==> src/rtl/pst_pkg.sv <==
package pst_pkg;
   typedef enum logic [1:0] {
      ST_IDLE = 2'd0,
      ST_SCAN = 2'd1,
      ST_PACE = 2'd2
   } pst_state_e;
endpackage

==> src/rtl/pst_sync2.sv <==
module pst_sync2 #(
   parameter bit RST_VAL = 1'b0
) (
   input  logic clk,
   input  logic rst_n,
   input  logic d_async,
   output logic q_sync
);
   logic meta_q;

   always_ff @(posedge clk or negedge rst_n) begin
      if (!rst_n) begin
         meta_q <= RST_VAL;
         q_sync <= RST_VAL;
      end else begin
         meta_q <= d_async;
         q_sync <= meta_q;
      end
   end
endmodule

==> src/rtl/pst_tick_div.sv <==
module pst_tick_div #(
   parameter int CLK_PER_US = 125
) (
   input  logic clk,
   input  logic rst_n,
   output logic tick
);
   localparam int CW = (CLK_PER_US > 1) ? $clog2(CLK_PER_US) : 1;

   generate
      if (CLK_PER_US < 1) begin : g_bad_div
         $error("pst_tick_div: CLK_PER_US must be at least 1");
      end

      if (CLK_PER_US == 1) begin : g_pass
         assign tick = 1'b1;
      end else begin : g_count
         localparam logic [CW-1:0] LAST = CW'(CLK_PER_US - 1);
         logic [CW-1:0] div_q;

         always_ff @(posedge clk or negedge rst_n) begin
            if (!rst_n)            div_q <= '0;
            else if (div_q == LAST) div_q <= '0;
            else                   div_q <= div_q + 1'b1;
         end

         assign tick = (div_q == LAST);

         AST_TICK_SPACING: assert property (@(posedge clk) disable iff (!rst_n)
            tick |=> !tick);
      end
   endgenerate
endmodule

==> src/rtl/pst_dn_timer.sv <==
module pst_dn_timer #(
   parameter int W = 16
) (
   input  logic         clk,
   input  logic         rst_n,
   input  logic         tick,
   input  logic         load,
   input  logic [W-1:0] load_val,
   input  logic         cancel,
   output logic         busy,
   output logic         expire
);
   logic [W-1:0] cnt_q;

   generate
      if (W < 1) begin : g_bad_w
         $error("pst_dn_timer: W must be at least 1");
      end
   endgenerate

   always_ff @(posedge clk or negedge rst_n) begin
      if (!rst_n) begin
         cnt_q  <= '0;
         expire <= 1'b0;
      end else begin
         expire <= 1'b0;
         if (cancel) begin
            cnt_q <= '0;
         end else if (load) begin
            cnt_q <= load_val;
         end else if (tick && cnt_q != '0) begin
            cnt_q <= cnt_q - 1'b1;
            if (cnt_q == W'(1)) expire <= 1'b1;
         end
      end
   end

   assign busy = (cnt_q != '0);

   AST_EXPIRE_FROM_RUN: assert property (@(posedge clk) disable iff (!rst_n)
      expire |-> $past(busy));
endmodule

==> src/rtl/pen_scan_trigger.sv <==
module pen_scan_trigger #(
   parameter int CLK_PER_US  = 125,
   parameter int INTERVAL_US = 10000,
   parameter int US_PER_MS   = 1000,
   parameter int SCAN_W      = 16,
   parameter int EXTRA_W     = 2
) (
   input  logic              clk,
   input  logic              rst_n,
   input  logic              pen_lvl,
   input  logic              trig_en,
   input  logic              scan_done,
   input  logic [SCAN_W-1:0] scan_us,
   output logic              scan_start,
   output logic              irq_mask,
   output logic              slow_warn
);
   import pst_pkg::*;

   localparam int ONESHOT_US = ((INTERVAL_US + US_PER_MS - 1) / US_PER_MS) * US_PER_MS;
   localparam int TW         = $clog2(ONESHOT_US + 1);
   localparam logic [EXTRA_W-1:0] EXTRA_MAX = '1;

   generate
      if (INTERVAL_US < 1 || US_PER_MS < 1) begin : g_bad_time
         $error("pen_scan_trigger: INTERVAL_US and US_PER_MS must be positive");
      end
      if (SCAN_W < 1 || SCAN_W > 31) begin : g_bad_scan_w
         $error("pen_scan_trigger: SCAN_W must lie in 1..31");
      end
      if (EXTRA_W < 1) begin : g_bad_extra
         $error("pen_scan_trigger: EXTRA_W must be at least 1");
      end
   endgenerate

   logic          tick;
   logic          pen_s;
   pst_state_e    st_q;
   logic          en_q;
   logic [EXTRA_W-1:0] extra_q;
   logic          irq_fire;
   logic          skip_pace;
   logic          finish;
   logic          arm_os;
   logic          pace_load;
   logic [TW-1:0] pace_val;
   logic [31:0]   scan_ext;
   logic          pace_busy, pace_exp;
   logic          os_busy, os_exp;
   logic          os_cancel;

   pst_tick_div #(.CLK_PER_US(CLK_PER_US)) u_tick (
      .clk(clk), .rst_n(rst_n), .tick(tick)
   );

   pst_sync2 #(.RST_VAL(1'b0)) u_pen_sync (
      .clk(clk), .rst_n(rst_n), .d_async(pen_lvl), .q_sync(pen_s)
   );

   assign scan_ext  = {{(32-SCAN_W){1'b0}}, scan_us};
   assign skip_pace = (scan_ext >= 32'(INTERVAL_US));
   assign pace_val  = TW'(32'(INTERVAL_US) - scan_ext);

   assign irq_fire  = trig_en && (st_q == ST_IDLE) && !irq_mask && pen_s;
   assign finish    = trig_en && (((st_q == ST_SCAN) && scan_done && skip_pace) ||
                                  ((st_q == ST_PACE) && pace_exp));
   assign arm_os    = finish && (extra_q == '0);
   assign pace_load = trig_en && (st_q == ST_SCAN) && scan_done && !skip_pace;
   assign os_cancel = irq_fire || !trig_en;

   pst_dn_timer #(.W(TW)) u_pace (
      .clk(clk), .rst_n(rst_n), .tick(tick),
      .load(pace_load), .load_val(pace_val), .cancel(!trig_en),
      .busy(pace_busy), .expire(pace_exp)
   );

   pst_dn_timer #(.W(TW)) u_oneshot (
      .clk(clk), .rst_n(rst_n), .tick(tick),
      .load(arm_os), .load_val(TW'(ONESHOT_US)), .cancel(os_cancel),
      .busy(os_busy), .expire(os_exp)
   );

   always_ff @(posedge clk or negedge rst_n) begin
      if (!rst_n) begin
         st_q       <= ST_IDLE;
         en_q       <= 1'b0;
         irq_mask   <= 1'b1;
         extra_q    <= '0;
         scan_start <= 1'b0;
         slow_warn  <= 1'b0;
      end else begin
         scan_start <= 1'b0;
         en_q       <= trig_en;
         slow_warn  <= (scan_ext > 32'(INTERVAL_US));
         if (!trig_en) begin
            irq_mask <= 1'b1;
            st_q     <= ST_IDLE;
         end else begin
            if (!en_q) irq_mask <= 1'b0;
            case (st_q)
               ST_IDLE: begin
                  if (irq_fire) begin
                     extra_q    <= '0;
                     irq_mask   <= 1'b1;
                     scan_start <= 1'b1;
                     st_q       <= ST_SCAN;
                  end else if (os_exp) begin
                     if (extra_q != EXTRA_MAX) extra_q <= extra_q + 1'b1;
                     irq_mask   <= 1'b1;
                     scan_start <= 1'b1;
                     st_q       <= ST_SCAN;
                  end
               end
               ST_SCAN: begin
                  if (scan_done) begin
                     if (skip_pace) begin
                        irq_mask <= 1'b0;
                        st_q     <= ST_IDLE;
                     end else begin
                        st_q <= ST_PACE;
                     end
                  end
               end
               ST_PACE: begin
                  if (pace_exp) begin
                     irq_mask <= 1'b0;
                     st_q     <= ST_IDLE;
                  end
               end
               default: st_q <= ST_IDLE;
            endcase
         end
      end
   end

   AST_START_MASKED: assert property (@(posedge clk) disable iff (!rst_n)
      scan_start |-> irq_mask);
   AST_START_PULSE: assert property (@(posedge clk) disable iff (!rst_n)
      scan_start |=> !scan_start);
   AST_OFF_MASKED: assert property (@(posedge clk) disable iff (!rst_n)
      !trig_en |=> irq_mask);
   AST_OFF_NO_START: assert property (@(posedge clk) disable iff (!rst_n)
      !trig_en |=> !scan_start);
   AST_PACE_ONLY_MASKED: assert property (@(posedge clk) disable iff (!rst_n)
      (pace_busy && trig_en) |-> irq_mask);
   AST_ONESHOT_IDLE: assert property (@(posedge clk) disable iff (!rst_n)
      (os_busy && trig_en) |-> (st_q == ST_IDLE));
endmodule

==> config.mk <==
export PLATFORM = sky130hd
export DESIGN_NAME = pen_scan_trigger
export DESIGN_NICKNAME = d
export VERILOG_FILES = /design/src/rtl/pst_pkg.sv /design/src/rtl/pst_sync2.sv /design/src/rtl/pst_tick_div.sv /design/src/rtl/pst_dn_timer.sv /design/src/rtl/pen_scan_trigger.sv
export SDC_FILE = /design/constraint.sdc
export NUM_CORES = 1
export LEC_CHECK = 0
export ABC_CLOCK_PERIOD_IN_PS = 2200
export CAP_MARGIN = 20
export CORE_UTILIZATION = 37
export CTS_CLUSTER_DIAMETER = 200
export CTS_CLUSTER_SIZE = 14
export DETAILED_ROUTE_END_ITERATION = 10
export DONT_BUFFER_PORTS = 1
export PLACE_DENSITY = 0.54
export SETUP_SLACK_MARGIN = 0.5
export SYNTH_ARGS = -nofsm -noshare
export SYNTH_HDL_FRONTEND = slang
export SYNTH_SLANG_ARGS = --single-unit
export TNS_END_PERCENT = 5
==> constraint.sdc <==
create_clock -name clk -period 2.2 [get_ports clk]
set_clock_uncertainty 0.1 [all_clocks]
set_input_delay 0 -clock clk [delete_from_list [all_inputs] [get_ports clk]]
set_output_delay 0 -clock clk [all_outputs]
set_load 0.005 [all_outputs]
==> reports/qor_table.md <==
| Parameter | Reported | Unit |
|---|---|---|
| Switching part of the total power | 0.256 | - |
| TritonRoute pass-1 iters | 4 | - |
| Total buffers and inverters traversed by the critical path | 0 | - |
| Final worst path period need | 2220 | ps |
| Top-level I/O count | 24 | - |
| Routed WL | 6780 | µm |
| Proportion of layout cells with a drive suffix above 1 | 0.169 | - |
| DIE AREA | 0.00804 | mm² |
| Most common library cells after synthesis | dfrtp_1 (46), a21oi_1 (29), nor2_1 (27) | - |
| Initial antenna violation count | 0 | - |
| Launching point of the worst reg2reg path | u_oneshot.cnt_q[3]$_DFFE_PN0P_ | - |
| Synthesized cell area | 0.00284 | mm² |
| Setup repair after global routing missed its margin | yes | - |
| Final-layout setup total negative slack | -29.5 | ps |
| Share of power burned in the clock network | 0.335 | - |
| Part of the total power dissipated in combinational logic | 0.128 | - |
| Library cell with the largest summed area after synthesis | dfrtp_1 | - |
| Hold path depth | 4 | - |
| Reg power frac | 0.537 | - |
| Number of flops mapped to enable cells by yosys | 0 | - |
| Cell depth of the worst setup path | 5 | - |
| CP endpoint kind | flop | - |
| Clock slew at the register clock pins of the worst setup and hold paths | 100 | ps |
| Core Rows | 31 | - |
| Number of buffers added by the clock tree synthesis step | 5 | - |
| Final count of pins violating max slew | 0 | - |
| Final setup violation count | 2 | - |
| Number of nets in the layout | 391 | - |
| Violations in the final reports | setup timing | - |
| Detail Route Antenna Nets | 0 | - |
| Most frequently used cell type in the post-synthesis netlist | dfrtp_1 | - |
| Area contributors post-synth | dfrtp_1 (40%), a21oi_1 (5.1%), xnor2_1 (4.9%) | - |
| Internal power | 1.25 | mW |
| Number of nets in the synthesized netlist | 339 | - |
| Worst slew pin tran | 545 | ps |
| Worst IR Drop VDD | 0.257 | mV |
| Initial core utilization | 0.388 | - |
| Clock root buffer | clkbuf_8 | - |
| Critical path data required time | 2290 | ps |
| Nature of the critical path startpoint | flop | - |
| Sinks on the clock net | 47 | - |
| DR vias | 2440 | - |
| Wire length of the first global-routing pass | 11500 | µm |
| Main synth FF type | dfrtp_1 | - |
| Distinct cell type count of the synthesized netlist | 59 | - |
| Synth Register Bits | 47 | - |
| Worst path setup slack after routing | -20.5 | ps |
| TritonCTS clock tree | built | - |
| Highest achievable clock rate | 0.450 | GHz |
| Port Buf Inserts | 0 | - |
| Data arrival time at the worst-slack endpoint | 2310 | ps |
| Top cell type's share of synthesized area | 0.405 | - |
| Wirelength per Cell | 14.7 | µm |
| GRT Total Usage | 0.187 | - |
| H-tree depth | 2 | - |
| Largest net degree at the start of global routing | 48 | - |
| Max Buffers Root-to-Sink | 2 | - |
| Antenna diodes | 0 | - |
| CP delay by family, top | simple AND/OR/NAND/NOR gates | - |
| Endpoint of the most critical register-to-register path | u_oneshot.cnt_q[9]$_DFFE_PN0P_ | - |
| Overall die width | 89.7 | µm |
| Most repeated library cell on the critical path | or4_4 | - |
| DRC violations left | 0 | - |
| Post-synthesis cell count | 309 | - |
| GRT overflow | 0 | - |
| Crit path largest cell delay | 500 | ps |
| Pwr per Cell Area | 463 | mW/mm² |
| Core Box Area | 0.00733 | mm² |
| Per-instance average area after synthesis | 9.20 | µm² |
| Leakage power total | 1.53 | nW |
| Crit path kind | flop to flop | - |
| Reported max-cap violation count | 0 | - |
| Worst R2R Path Depth | 5 | - |
| Net Sw Power | 0.431 | mW |
| Die height | 89.7 | µm |
| Synth warnings | 0 | - |
| Remaining max-slew budget at the tightest pin | 0.635 | - |
| Final HPWL DP | 4670 | µm |
| Number of violations reported at the end of detailed-routing iteration 0 | 111 | - |
| Crit share post-route | 1.01 | - |
| Hold path startpoint | scan_us[14] | - |
| Final Total Pwr | 1.68 | mW |
| Synth-to-layout area growth | 27.9 | % |
| Register area share after synthesis | 0.414 | - |
| Via count of the first global-routing pass | 2465 | - |
| Slowest cell on the critical path | or4_4 | - |
| CP cell instances | or3_4 > or4_4 > or4_4 > xor2_1 > a21oi_1 | - |
| Fraction of registers with async set/reset | 1.00 | - |
| Outcome | finished, violations left | - |
| Final Hold Viols | 0 | - |
| Insertion delay to the later sink of the worst-skew pair | 300 | ps |
| Worst min-delay path class | primary input to flop | - |
| Routability-driven placement congestion ratio | 0.814 | - |
| Worst Hold Endpoint | u_pace.expire$_DFF_PN0_ | - |
| Reg2Reg Setup Slack | -20 | ps |
| Largest fanout of any net on the critical path | 4 | - |
| Vias per inst | 5.29 | - |
[power groups by stage]
stage / clock network (mW) / registers, mW / logic [mW]
after floorplan: 0 / 0.915 / 0.106
after global placement: 0 / 0.918 / 0.138
after detailed placement: 0 / 0.919 / 0.141
after CTS: 0.584 / 0.903 / 0.212
after global routing: 0.622 / 0.906 / 0.243
final: 0.563 / 0.903 / 0.216
[repair_timing]
item,4_1_cts,5_1_grt
gates resized for setup,5,19
buffers inserted,1,0
setup endpoints to repair,31,36
hold buffers,26,0
pin swaps,2,5
hold endpoints to repair,74,0
[sequential cells by signal, indices dropped and copies added, names as in the netlist]
signal and count:
u_oneshot.cnt_q 14, u_pace.cnt_q 14, u_tick.g_count.div_q 7, extra_q 2, st_q 2, en_q 1
irq_mask 1, scan_start 1, slow_warn 1, u_oneshot.expire 1, u_pace.expire 1, u_pen_sync.meta_q 1
u_pen_sync.q_sync 1
[final cells by class]
| class | count | area [µm²] |
|---|---|---|
| sequential | 47 | 1180 |
| timing repair buffer | 51 | 485 |
| tap | 99 | 124 |
| clock buffer | 6 | 82.6 |
| clock inverter | 2 | 16.3 |
| inverter | 17 | 63.8 |
| multi-input combinational | 239 | 1690 |
| fill | 677 | 3700 |
[cell usage in the layout, fill, tap and decap left out, drive strengths merged, types with 2 or more instances in the layout]
master and n:
a2111oi 2, a21boi 3, a21oi 29, and2 3
and3 5, and4 3, buf 26, clkbuf 6
dfrtp 46, dlygate4sd3 25, ha 9, inv 17
mux2i 4, nand2 18, nand3 14, nand3b 3
nand4 6, nand4b 3, nor2 27, nor2b 2
nor3 9, nor3b 3, nor4 8, o211ai 3
o21ai 20, or2 2, or3 3, or4 8
or4b 3, xnor2 16, xor2 12
[metrics by stage]
stage          area [µm²]  std cells  hold WS, ps   util  setup slack, ps
4_1_cts              3550        461         21.1  0.484            -19.6
6_report             3630        461         23.6  0.496            -20.5
2_1_floorplan        2840        309         -396      -             38.7
3_5_place_dp         3140        426         -393  0.428            -21.3
3_3_place_gp         3140        426         -393  0.428             58.5
5_1_grt              3630        461         28.5  0.496            -86.8
[worst max-delay path by stage]
stage                                        start                              end  slack, ps
global placement    u_oneshot.cnt_q[3]$_DFFE_PN0P_   u_oneshot.cnt_q[9]$_DFFE_PN0P_         60
detailed placement  u_oneshot.cnt_q[4]$_DFFE_PN0P_   u_oneshot.cnt_q[9]$_DFFE_PN0P_        -20
CTS                 u_oneshot.cnt_q[3]$_DFFE_PN0P_   u_oneshot.cnt_q[9]$_DFFE_PN0P_        -20
global route        u_oneshot.cnt_q[3]$_DFFE_PN0P_  u_oneshot.cnt_q[10]$_DFFE_PN0P_        -90
finish              u_oneshot.cnt_q[3]$_DFFE_PN0P_   u_oneshot.cnt_q[9]$_DFFE_PN0P_        -20
floorplan           u_oneshot.cnt_q[3]$_DFFE_PN0P_  u_oneshot.cnt_q[10]$_DFFE_PN0P_         40
[worst min-delay path, stage by stage]
cell and delay [ps]:
or4b_4 100, nor2_1 30, buf_4 150, nor2_1 100
[per-layer routing]
layer  part of all wire  routed length (µm)  GRT usage  up-vias
met1               0.49                3290      0.253     1167
li1                   -                   -          -     1235
met5                  0                   0          0        -
met3              0.020                 139     0.0302        7
met2               0.48                3260      0.306       31
met4              0.014                  95     0.0606        0
[cell families after synthesis]
group | share of synthesized area
compound gates | 0.162
xor+xnor | 0.0863
fa+ha+maj | 0.0396
buf+inv | 0.0308
flops | 0.414
mux | 0.0180
simple gates | 0.249
(Power assumes the default switching activity.)
